File: src/rtl/fptd_pkg.sv
// Shared types for the floating-point trap decider.
// Assumes single-precision style operands; widths come from module parameters.
package fptd_pkg;

    typedef enum logic [2:0] {
        CLS_ZERO = 3'd0,
        CLS_SUB  = 3'd1,
        CLS_NORM = 3'd2,
        CLS_INF  = 3'd3,
        CLS_NAN  = 3'd4
    } fclass_e;

    typedef enum logic [1:0] {
        OP_ADD = 2'd0,
        OP_SUB = 2'd1,
        OP_MUL = 2'd2,
        OP_MAC = 2'd3
    } fop_e;

    typedef enum logic [2:0] {
        RSN_NONE    = 3'd0,
        RSN_NAN     = 3'd1,
        RSN_SUBN    = 3'd2,
        RSN_INEXACT = 3'd3,
        RSN_OVF     = 3'd4,
        RSN_UNF     = 3'd5,
        RSN_INVALID = 3'd6
    } reason_e;

    typedef struct packed {
        logic fz;   // flush-to-zero
        logic dn;   // default NaN
        logic ixe;  // inexact trap enable
        logic ofe;  // overflow trap enable
        logic ioe;  // invalid trap enable
    } mode_t;

endpackage

File: src/rtl/fptd_mode_reg.sv
// Mode register: keeps only the five mode/trap bits picked out of a wide write.
// Assumes a write is seen by operations from the following cycle onward.
module fptd_mode_reg
    import fptd_pkg::*;
#(
    parameter int CFG_W   = 32,
    parameter int FZ_POS  = 24,
    parameter int DN_POS  = 25,
    parameter int IXE_POS = 12,
    parameter int OFE_POS = 10,
    parameter int IOE_POS = 8
) (
    input  logic             clk,
    input  logic             rst_n,
    input  logic             wr_en,
    input  logic [CFG_W-1:0] wr_data,
    output mode_t            mode_q
);

    logic unused_wr_bits;
    assign unused_wr_bits = ^wr_data;

    // Capture the selected bits on a write; clear them on reset.
    always_ff @(posedge clk) begin
        if (!rst_n) begin
            mode_q <= '0;
        end else if (wr_en) begin
            mode_q.fz  <= wr_data[FZ_POS];
            mode_q.dn  <= wr_data[DN_POS];
            mode_q.ixe <= wr_data[IXE_POS];
            mode_q.ofe <= wr_data[OFE_POS];
            mode_q.ioe <= wr_data[IOE_POS];
        end
    end

endmodule

File: src/rtl/fptd_classify.sv
// Operand classifier: splits one word into class, sign and unbiased exponent.
// Assumes IEEE-style layout {sign, exponent, mantissa}; the exponent output
// is meaningful only for normal operands.
module fptd_classify
    import fptd_pkg::*;
#(
    parameter int EXP_W = 8,
    parameter int MAN_W = 23,
    localparam int DW   = 1 + EXP_W + MAN_W,
    localparam int SW   = EXP_W + 2
) (
    input  logic [DW-1:0]        word,
    output fclass_e              cls,
    output logic                 sgn,
    output logic signed [SW-1:0] uexp
);

    localparam int BIAS = (1 << (EXP_W - 1)) - 1;
    localparam logic signed [SW-1:0] BIAS_S = SW'(BIAS);

    logic [EXP_W-1:0] exp_f;
    logic [MAN_W-1:0] man_f;

    assign sgn   = word[DW-1];
    assign exp_f = word[DW-2 -: EXP_W];
    assign man_f = word[MAN_W-1:0];
    assign uexp  = $signed({2'b00, exp_f}) - BIAS_S;

    // Decide the class from the exponent and mantissa fields.
    always_comb begin
        if (exp_f == '0)
            cls = (man_f == '0) ? CLS_ZERO : CLS_SUB;
        else if (exp_f == '1)
            cls = (man_f == '0) ? CLS_INF : CLS_NAN;
        else
            cls = CLS_NORM;
    end

endmodule

File: src/rtl/fptd_range_est.sv
// Exponent range estimator: flags a possible overflow, a possible underflow
// and the product-overflow-meets-opposite-infinity case of multiply-accumulate.
// Assumes operands are already classified; only normal operands contribute.
module fptd_range_est
    import fptd_pkg::*;
#(
    parameter int EXP_W = 8,
    localparam int SW   = EXP_W + 2
) (
    input  fop_e                 op,
    input  fclass_e              cls_a,
    input  fclass_e              cls_b,
    input  fclass_e              cls_c,
    input  logic                 sgn_a,
    input  logic                 sgn_b,
    input  logic                 sgn_c,
    input  logic signed [SW-1:0] ue_a,
    input  logic signed [SW-1:0] ue_b,
    input  logic signed [SW-1:0] ue_c,
    output logic                 may_ovf,
    output logic                 may_unf,
    output logic                 may_inv
);

    localparam int BIAS = (1 << (EXP_W - 1)) - 1;
    localparam logic signed [SW-1:0] OVF_LIM = SW'(BIAS);
    localparam logic signed [SW-1:0] UNF_LIM = SW'(-(BIAS - 1));
    localparam logic signed [SW-1:0] ONE_S   = SW'(1);

    logic                 n_a, n_b, n_c, prod_ok, special;
    logic signed [SW-1:0] prod_e, est;
    logic                 have;

    assign n_a     = (cls_a == CLS_NORM);
    assign n_b     = (cls_b == CLS_NORM);
    assign n_c     = (cls_c == CLS_NORM);
    assign prod_ok = n_a && n_b;
    assign prod_e  = ue_a + ue_b;

    // Any infinite or NaN participant suppresses the estimate.
    always_comb begin
        special = (cls_a == CLS_INF) || (cls_a == CLS_NAN) ||
                  (cls_b == CLS_INF) || (cls_b == CLS_NAN);
        if (op == OP_MAC)
            special = special || (cls_c == CLS_INF) || (cls_c == CLS_NAN);
    end

    // Build the result exponent estimate per operation kind.
    always_comb begin
        have = 1'b0;
        est  = '0;
        unique case (op)
            OP_ADD, OP_SUB: begin
                have = n_a || n_b;
                if (n_a && (!n_b || ue_a >= ue_b)) est = ue_a + ONE_S;
                else                                est = ue_b + ONE_S;
            end
            OP_MUL: begin
                have = prod_ok;
                est  = prod_e;
            end
            OP_MAC: begin
                have = prod_ok || n_c;
                if (prod_ok && (!n_c || prod_e >= ue_c)) est = prod_e + ONE_S;
                else                                      est = ue_c + ONE_S;
            end
            default: begin
                have = 1'b0;
                est  = '0;
            end
        endcase
    end

    // Compare the estimate against the representable range limits.
    always_comb begin
        may_ovf = have && !special && (est >= OVF_LIM);
        may_unf = have && !special && (est <= UNF_LIM);
    end

    // Large product meeting an infinity of the opposite sign.
    always_comb begin
        may_inv = (op == OP_MAC) && prod_ok && (prod_e >= OVF_LIM) &&
                  (cls_c == CLS_INF) && (sgn_c != (sgn_a ^ sgn_b));
    end

endmodule

File: src/rtl/fp_trap_decider.sv
// Top: classifies operands, estimates range, applies mode bits and a fixed
// cause priority, and registers the decision one cycle after op_valid.
// Assumes at most one operation per cycle; op_c is used only by multiply-accumulate.
module fp_trap_decider
    import fptd_pkg::*;
#(
    parameter int CFG_W   = 32,
    parameter int EXP_W   = 8,
    parameter int MAN_W   = 23,
    parameter int FZ_POS  = 24,
    parameter int DN_POS  = 25,
    parameter int IXE_POS = 12,
    parameter int OFE_POS = 10,
    parameter int IOE_POS = 8,
    localparam int DW     = 1 + EXP_W + MAN_W,
    localparam int SW     = EXP_W + 2,
    localparam int NOPND  = 3
) (
    input  logic             clk,
    input  logic             rst_n,
    input  logic             cfg_wr_en,
    input  logic [CFG_W-1:0] cfg_wr_data,
    input  logic             op_valid,
    input  logic [1:0]       op_code,
    input  logic [DW-1:0]    op_a,
    input  logic [DW-1:0]    op_b,
    input  logic [DW-1:0]    op_c,
    output logic             res_valid,
    output logic             res_bounce,
    output logic [2:0]       res_reason
);

    mode_t                mode_q;
    fop_e                 op;
    logic [DW-1:0]        opnd [NOPND];
    fclass_e              cls  [NOPND];
    logic                 sgn  [NOPND];
    logic signed [SW-1:0] uexp [NOPND];
    logic [NOPND-1:0]     live;
    logic                 any_nan, any_sub;
    logic                 may_ovf, may_unf, may_inv;
    reason_e              rsn;

    assign op      = fop_e'(op_code);
    assign opnd[0] = op_a;
    assign opnd[1] = op_b;
    assign opnd[2] = op_c;
    assign live    = {op == OP_MAC, 1'b1, 1'b1};

    fptd_mode_reg #(
        .CFG_W(CFG_W), .FZ_POS(FZ_POS), .DN_POS(DN_POS),
        .IXE_POS(IXE_POS), .OFE_POS(OFE_POS), .IOE_POS(IOE_POS)
    ) u_mode (
        .clk(clk), .rst_n(rst_n), .wr_en(cfg_wr_en),
        .wr_data(cfg_wr_data), .mode_q(mode_q)
    );

    for (genvar i = 0; i < NOPND; i++) begin : g_cls
        fptd_classify #(.EXP_W(EXP_W), .MAN_W(MAN_W)) u_cls (
            .word(opnd[i]), .cls(cls[i]), .sgn(sgn[i]), .uexp(uexp[i])
        );
    end

    fptd_range_est #(.EXP_W(EXP_W)) u_est (
        .op(op),
        .cls_a(cls[0]), .cls_b(cls[1]), .cls_c(cls[2]),
        .sgn_a(sgn[0]), .sgn_b(sgn[1]), .sgn_c(sgn[2]),
        .ue_a(uexp[0]), .ue_b(uexp[1]), .ue_c(uexp[2]),
        .may_ovf(may_ovf), .may_unf(may_unf), .may_inv(may_inv)
    );

    // Gather NaN and subnormal presence over participating operands.
    always_comb begin
        any_nan = 1'b0;
        any_sub = 1'b0;
        for (int i = 0; i < NOPND; i++) begin
            any_nan = any_nan || (live[i] && cls[i] == CLS_NAN);
            any_sub = any_sub || (live[i] && cls[i] == CLS_SUB);
        end
    end

    // Pick the highest-priority cause that the mode bits leave active.
    always_comb begin
        if (any_nan && !mode_q.dn)       rsn = RSN_NAN;
        else if (any_sub && !mode_q.fz)  rsn = RSN_SUBN;
        else if (mode_q.ixe)             rsn = RSN_INEXACT;
        else if (may_ovf && mode_q.ofe)  rsn = RSN_OVF;
        else if (may_unf && !mode_q.fz)  rsn = RSN_UNF;
        else if (may_inv && mode_q.ioe)  rsn = RSN_INVALID;
        else                             rsn = RSN_NONE;
    end

    // Register the decision; idle cycles report nothing.
    always_ff @(posedge clk) begin
        if (!rst_n) begin
            res_valid  <= 1'b0;
            res_bounce <= 1'b0;
            res_reason <= 3'd0;
        end else begin
            res_valid  <= op_valid;
            res_bounce <= op_valid && (rsn != RSN_NONE);
            res_reason <= op_valid ? rsn : RSN_NONE;
        end
    end

    AST_VALID_NEXT: assert property (@(posedge clk) disable iff (!rst_n)
        op_valid |=> res_valid);
    AST_IDLE_QUIET: assert property (@(posedge clk) disable iff (!rst_n)
        !op_valid |=> (!res_valid && !res_bounce && res_reason == 3'd0));
    AST_INEXACT_TRAPS: assert property (@(posedge clk) disable iff (!rst_n)
        (op_valid && mode_q.ixe) |=> res_bounce);
    AST_FAST_MODE_QUIET: assert property (@(posedge clk) disable iff (!rst_n)
        (op_valid && mode_q.fz && mode_q.dn && !mode_q.ixe && !mode_q.ofe && !mode_q.ioe)
        |=> !res_bounce);
    AST_RANGE_EXCLUSIVE: assert property (@(posedge clk) disable iff (!rst_n)
        !(may_ovf && may_unf));
    AST_REASON_LEGAL: assert property (@(posedge clk) disable iff (!rst_n)
        res_reason <= 3'd6 && (res_bounce == (res_reason != 3'd0)));
    AST_NAN_FIRST: assert property (@(posedge clk) disable iff (!rst_n)
        (op_valid && any_nan && !mode_q.dn) |=> (res_reason == 3'd1));

endmodule

File: config.mk
export PLATFORM = sky130hd
export DESIGN_NAME = fp_trap_decider
export DESIGN_NICKNAME = d
export VERILOG_FILES = /design/src/rtl/fptd_pkg.sv /design/src/rtl/fptd_mode_reg.sv /design/src/rtl/fptd_classify.sv /design/src/rtl/fptd_range_est.sv /design/src/rtl/fp_trap_decider.sv
export SDC_FILE = /design/constraint.sdc
export NUM_CORES = 1
export LEC_CHECK = 0
export ABC_AREA = 1
export BUFFER_PORTS_ARGS = -buffer_cell sky130_fd_sc_hd__buf_2
export CORE_UTILIZATION = 50
export DETAILED_ROUTE_END_ITERATION = 16
export GPL_TIMING_DRIVEN = 0
export PLACE_DENSITY_LB_ADDON = 0.25
export SLEW_MARGIN = 20
export SYNTH_ARGS = -nofsm -noshare
export SYNTH_HDL_FRONTEND = slang
export SYNTH_SLANG_ARGS = --single-unit
File: constraint.sdc
create_clock -name clk -period 5.6 [get_ports clk]
set_input_delay 0.56 -clock clk [delete_from_list [all_inputs] [get_ports clk]]
set_output_delay 0.56 -clock clk [all_outputs]
set_load 0.01 [all_outputs]
==> results of run 1 <==
## layer usage
layer	routed length, um	vias up	global-route usage [%]
li1	-	2127	-
met1	4402	1874	35.25
met2	5251	152	54.25
met3	486	20	1.879
met4	216	0	8.012
met5	0	-	0
## repair_timing
action                     4_1_cts  5_1_grt
setup endpoints to repair        0        3
gates resized for setup          0       25
buffers inserted                 0        1
## cell type report
cell class	count	share of cell area, %
Tap cell	77	2.303
Timing Repair Buffer	112	13.46
Sequential cell	10	4.786
Clock buffer	4	1.316
Buffer	10	2.094
Multi-Input combinational cell	466	67.42
Inverter	96	8.615
## how the worst max path moves through the flow
stage / from / endpoint / slack [ps] / cells after the start
final: op_b[23] / res_bounce / 400 / 38
after global routing: op_a[23] / res_bounce / -70 / 38
after global placement: op_b[23] / res_bounce / -40 / 36
after detailed placement: op_b[23] / res_bounce / -160 / 39
after CTS: op_b[23] / res_bounce / 90 / 39
after floorplan: op_a[23] / res_bounce / 930 / 39
## cells in the final DEF (no fill, tap or decap), drive strengths merged, types with 8 or more instances in the layout
master | synthesis | final
nand4 | 11 | 11
inv | 93 | 93
ha | 35 | 35
nor3 | 8 | 8
buf | 9 | 121
nand3 | 87 | 87
nor2 | 50 | 50
a21oi | 16 | 16
nand2 | 187 | 187
nor4 | 16 | 16
xor2 | 12 | 12
dfxtp | 10 | 10
o21ai | 15 | 15
## sequential cells by signal, summed over array words and instances, names as in the netlist
name,count
res_valid,1
res_reason,3
u_mode.mode_q,5
res_bounce,1
## worst max-delay path: cells and delay by family
| family | cells | cell delay, ps |
|---|---|---|
| AND/OR/NAND/NOR | 25 | 2370 |
| XOR/XNOR | 1 | 310 |
| buffers and inverters | 5 | 540 |
| AO/OA/AOI/OAI | 4 | 660 |
| adder cells (fa/ha/maj) | 3 | 900 |
## power by group
group / leakage (nW) / internal (W) / switching [W]
combinational: 2.26 / 0.000214 / 0.000355
sequential: 0.0827 / 0.0000769 / 0.00000166
clock: 0.0288 / 0.0000618 / 0.0000283
## metrics by stage
step           area (um^2)  setup TNS [ps]  utilization, %
2_1_floorplan         3342               0               -
3_3_place_gp          3994          -58.97           62.54
3_5_place_dp          3994          -372.7           62.54
4_1_cts               4049               0           63.40
5_1_grt               4183          -145.4           65.50
6_report              4183               0           65.50
## kinds of logic (layout without fill, tap and decap cells)
logic type               count (synthesis)  count (layout)  share of synthesized area, %
AND/OR/NAND/NOR                        371             371                         55.19
XOR/XNOR                                17              17                         4.455
flip-flops                              10              10                         5.990
AO/OA/AOI/OAI                           42              42                         7.264
buffers and inverters                  106             222                         13.40
adder cells (fa/ha/maj)                 36              36                         13.70
==> results_dict.tcl, run 1 <==
set metrics [dict create \
    n_antenna_cell 0 \
    tightest_slew_ps 723.2 \
    antenna_found_initial 0 \
    dpl.hpwl_mm 8.980 \
    cp.arrival_ps 5330 \
    dp_slack_ps -160.6 \
    synth_area_leaders "nand2_1 (18%), ha_1 (13%), nand3_1 (11%)" \
    synth_edf_count 0 \
    syn_nets 752 \
    start_util_pct 52.33 \
    cpMostUsedCell "nand2_1" \
    routabilityCongestion 0.9249 \
    critPathLaunchType "input pin" \
    ys_warn_count 0 \
    cts_tree "built" \
    clk_transition_reported_paths_ps 50 \
    fmax_ghz 0.1922 \
    worst_hold_path.endpoint "u_mode.mode_q[4]" \
    drt-initial-drc-count 260 \
    cts_hold_buf 0 \
    critical-path-max-stage-delay_ps 380 \
    clk_latency_ps 240 \
    clkSinkCount 10 \
    syn_inst 582 \
    placedCellCount 770 \
    multiInputGateArea_um2 2820 \
    io_pins 139 \
    num-fill-cells 610 \
    h-tree-depth 1 \
    wl_per_cell_um 13.36 \
    drv_cap 0 \
    synthDistinctLibCells 45 \
    hold_viol_final 0 \
    overflow 0 \
    holdCritStartpoint "u_mode.mode_q[4]" \
    r2r-start "u_mode.mode_q[0]" \
    fin_crit_ps 5202 \
    ys_seq_area_share_pct 5.990 \
    r2r_cells 6 \
    syn2layout_area_growth_pct 25.16 \
    crit_path_max_fanout 10 \
    synth_area_um2 3342 \
    slowest_stage "ha_1" \
    ys.flop_type "dfxtp_1" \
    power.leakage_nw 2.372 \
    core_um2 6386 \
    drt-pass1-iter-count 5 \
    finalPower_w 0.0007379 \
    fin_cells 775 \
    peakVddDrop_v 0.0001958 \
    grt_pass1_vias 3774 \
    die_y_um 83.76 \
    post-route-period-util_pct 92.89 \
    worst_hold_slack_ps 480.8 \
    die_area_um2 7015 \
    grt_pass1_wl_mm 16.63 \
    port_buffers 111 \
    ff2ff_setup_slack_ps 4240 \
    wl_mm 10.36 \
    cts_root_buf "clkbuf_8" \
    hp-class "flop to flop" \
    gr-usage-all-layers_pct 28.94 \
    cts_made_buffers 3 \
    synth.avg_cell_area_um2 5.742 \
    required_ps 5730 \
    seqCellArea_um2 200.2 \
    setup_ws_ps 398.0 \
    vias 4173 \
    grt_start_max_net_pins 11 \
    slew_viol_final 0 \
    die_width_um 83.76 \
    ant_nets 0 \
    drive_above_1_share_pct 29.51 \
    cp-end-kind "flop" \
    setup_viol 0 \
    hold_depth 2 \
    power.density_nw_per_um2 176.4 \
    yosys_register_bits 10 \
    drc 0 \
    slew_headroom_pct 51.18 \
    worstReg2RegEnd "res_bounce" \
    vias_per_cell 5.385 \
    outcome "completed" \
    row_count 29 \
    clock_path_buffers 2 \
    async_flop_share_pct 0 \
    synth_top_cell_area_share_pct 18.31 \
    fin_worst_skew_ps 1.881 \
    timing_worst_setup_path_type "input pin to flop" \
    synth_top_area_cell "nand2_1" \
    yosysMostFrequentCell "nand2_1" \
    yosys-top-cells-count "nand2_1 (163), inv_1 (87), nand3_1 (76)" \
    layout.nets 869 \
]
Note: power is estimated with default switching activity, not from simulation.
==> inputs of run 2 (changes only) <==
Settings changed: CORE_UTILIZATION 50 to 40, MAX_ROUTING_LAYER from default to met4.
Clock period 5.6 ns to 4.6 ns, I/O delays scaled along.
==> run 2 against run 1 <==
  * The run now ends with negative setup slack left
  * Clock power fell by 5.4%
  * Routed wire length is 19% higher
  * Die area grew 24%
  * Combinational power is 59% higher
  * Worst hold slack lost 22 ps
  * Via count rose by 4.8%
  * Setup slack lost 400 ps
  * Total power rose by 47%
  * Global-route usage decreased by 1.5 points
  * Final area rose by 18%
  * Final cell count rose by 7.1%
  * Sequential power grew 22%
  * Critical path type unchanged
  * Largest cell class unchanged
  * Highest routed layer unchanged
==> results_dict.tcl, run 2 (synthesized netlist as in run 1, its figures left out) <==
set metrics [dict create \
    layout_commonest_cell "nand2_1" \
    drv_cap 0 \
    row_count 32 \
    setup_ws_ps -2.955 \
    layout_common_cells "nand2_1 (138), buf_2 (108), inv_1 (72), nand3_1 (59), nand2_2 (36)" \
    setup_viol 1 \
    fin_crit_ps 4603 \
    io_pins 139 \
    clkSinkCount 10 \
    switching_share_pct 51.84 \
    clk_latency_ps 230 \
    cp.arrival_ps 4720 \
    cts_tree "built" \
    clk_transition_reported_paths_ps 40 \
    hold_viol_final 0 \
    fmax_ghz 0.2173 \
    dp_slack_ps -1094 \
    finalPower_w 0.001086 \
    cts_made_buffers 3 \
    cp-end-kind "flop" \
    vias_per_cell 5.270 \
    num-fill-cells 681 \
    largest_reg_flops 5 \
    fin_cells 830 \
    routabilityCongestion 0.9682 \
    port_buffers 111 \
    antenna_found_initial 1 \
    die_area_um2 8724 \
    rsz0062_at_grt "yes" \
    reg.largest.list "u_mode.mode_q x5, res_reason x3" \
    drc 0 \
    die_y_um 93.41 \
    slowest_stage "or2_2" \
    ant_nets 0 \
    drt-pass1-iter-count 5 \
    timing_worst_setup_path_type "input pin to flop" \
    tightest_slew_ps 776.7 \
    h-tree-depth 1 \
    power.leakage_nw 2.595 \
    cts_hold_buf 0 \
    drt-initial-drc-count 204 \
    clock_path_buffers 2 \
    syn2layout_area_growth_pct 47.74 \
    netSwitchingPower_w 0.0005632 \
    seq_power_share_pct 8.8 \
    fin_worst_skew_ps 1.805 \
    layout.nets 899 \
    wl_per_cell_um 14.88 \
    largest_register "u_mode.mode_q" \
    die_width_um 93.41 \
    critPathLaunchType "input pin" \
    crit_path_max_fanout 8 \
    overflow 0 \
    wl_mm 12.35 \
    critical-path-max-stage-delay_ps 310 \
    violations "negative setup slack" \
    placedCellCount 795 \
    gr-usage-all-layers_pct 27.46 \
    vias 4374 \
    hp-class "input pin to flop" \
    internal_power_w 0.0005232 \
    required_ps 4720 \
    peakVddDrop_v 0.0001308 \
    slew_viol_final 0 \
    core_um2 7888 \
    cts_root_buf "clkbuf_8" \
    outcome "finished, violations left" \
    grt_start_max_net_pins 11 \
    power.density_nw_per_um2 220.0 \
    drive_above_1_share_pct 43.05 \
    dpl.hpwl_mm 9.374 \
    post-route-period-util_pct 100.1 \
    combPwrFrac_pct 83.3 \
    grt_pass1_vias 4129 \
    start_util_pct 42.37 \
    clkPwrFrac_pct 7.8 \
    slew_headroom_pct 47.56 \
    grt_pass1_wl_mm 18.44 \
    setup_tns_ps -2.955 \
]
run 2: area by class of cell:
| cell class | count | area, um^2 | share of cell area (%) |
|---|---|---|---|
| sequential | 10 | 200.2 | 4.055 |
| buffer | 10 | 91.34 | 1.850 |
| timing repair buffer | 142 | 847.1 | 17.16 |
| tap | 102 | 127.6 | 2.585 |
| multi-input combinational | 466 | 3264 | 66.12 |
| clock buffer | 3 | 41.29 | 0.8363 |
| inverter | 96 | 362.8 | 7.349 |
| antenna | 1 | 2.502 | 0.05068 |
run 2: power by group through the flow:
stage / clock, W / sequential [W] / combinational, W
4_1_cts: 0.0000875 / 0.0000959 / 0.000793
6_report: 0.0000852 / 0.0000959 / 0.000905
5_1_grt: 0.0000917 / 0.0000964 / 0.000986
3_3_place_gp: 0 / 0.0000971 / 0.000646
2_1_floorplan: 0 / 0.0000990 / 0.000477
3_5_place_dp: 0 / 0.0000972 / 0.000658
run 2: layer usage:
| metal | share of wire, % | GRT usage (%) | vias up |
|---|---|---|---|
| met5 | 0 | - | - |
| met4 | 3.1 | 10.51 | 0 |
| met3 | 5.7 | 1.789 | 32 |
| met2 | 52 | 50.55 | 187 |
| met1 | 40 | 30.95 | 1971 |
| li1 | - | - | 2184 |
run 2: worst paths after layout:
| kind | slack [ps] | to | from | depth (start not counted) |
|---|---|---|---|---|
| hold / removal | 460 | u_mode.mode_q[1] | cfg_wr_data[10] | 3 |
| setup reg to reg | 3170 | res_bounce | u_mode.mode_q[0] | 6 |
| setup / recovery | -3 | res_bounce | op_b[24] | 36 |
| hold reg to reg | 480 | u_mode.mode_q[4] | u_mode.mode_q[4] | 2 |
run 2: per-stage QoR:
step	util (%)	cell area, um^2	hold WS, ps
finish	62.60	4937	459.2
global route	62.60	4937	457.1
global placement	51.03	4025	465.9
CTS	59.11	4662	452.9
detailed placement	51.03	4025	475.5
floorplan	-	3342	448.9
run 2: repair_timing:
item | CTS | global route
pin swaps | 40 | 64
buffers inserted | 23 | 8
endpoints found under the setup margin | 3 | 3
gates resized for setup | 88 | 58
run 2: worst max-delay path, delay by kind of cell:
kind / cells / cell delay (ps)
adder cells (fa/ha/maj): 3 / 720
buffers and inverters: 7 / 730
AND/OR/NAND/NOR: 24 / 2520
AO/OA/AOI/OAI: 2 / 280
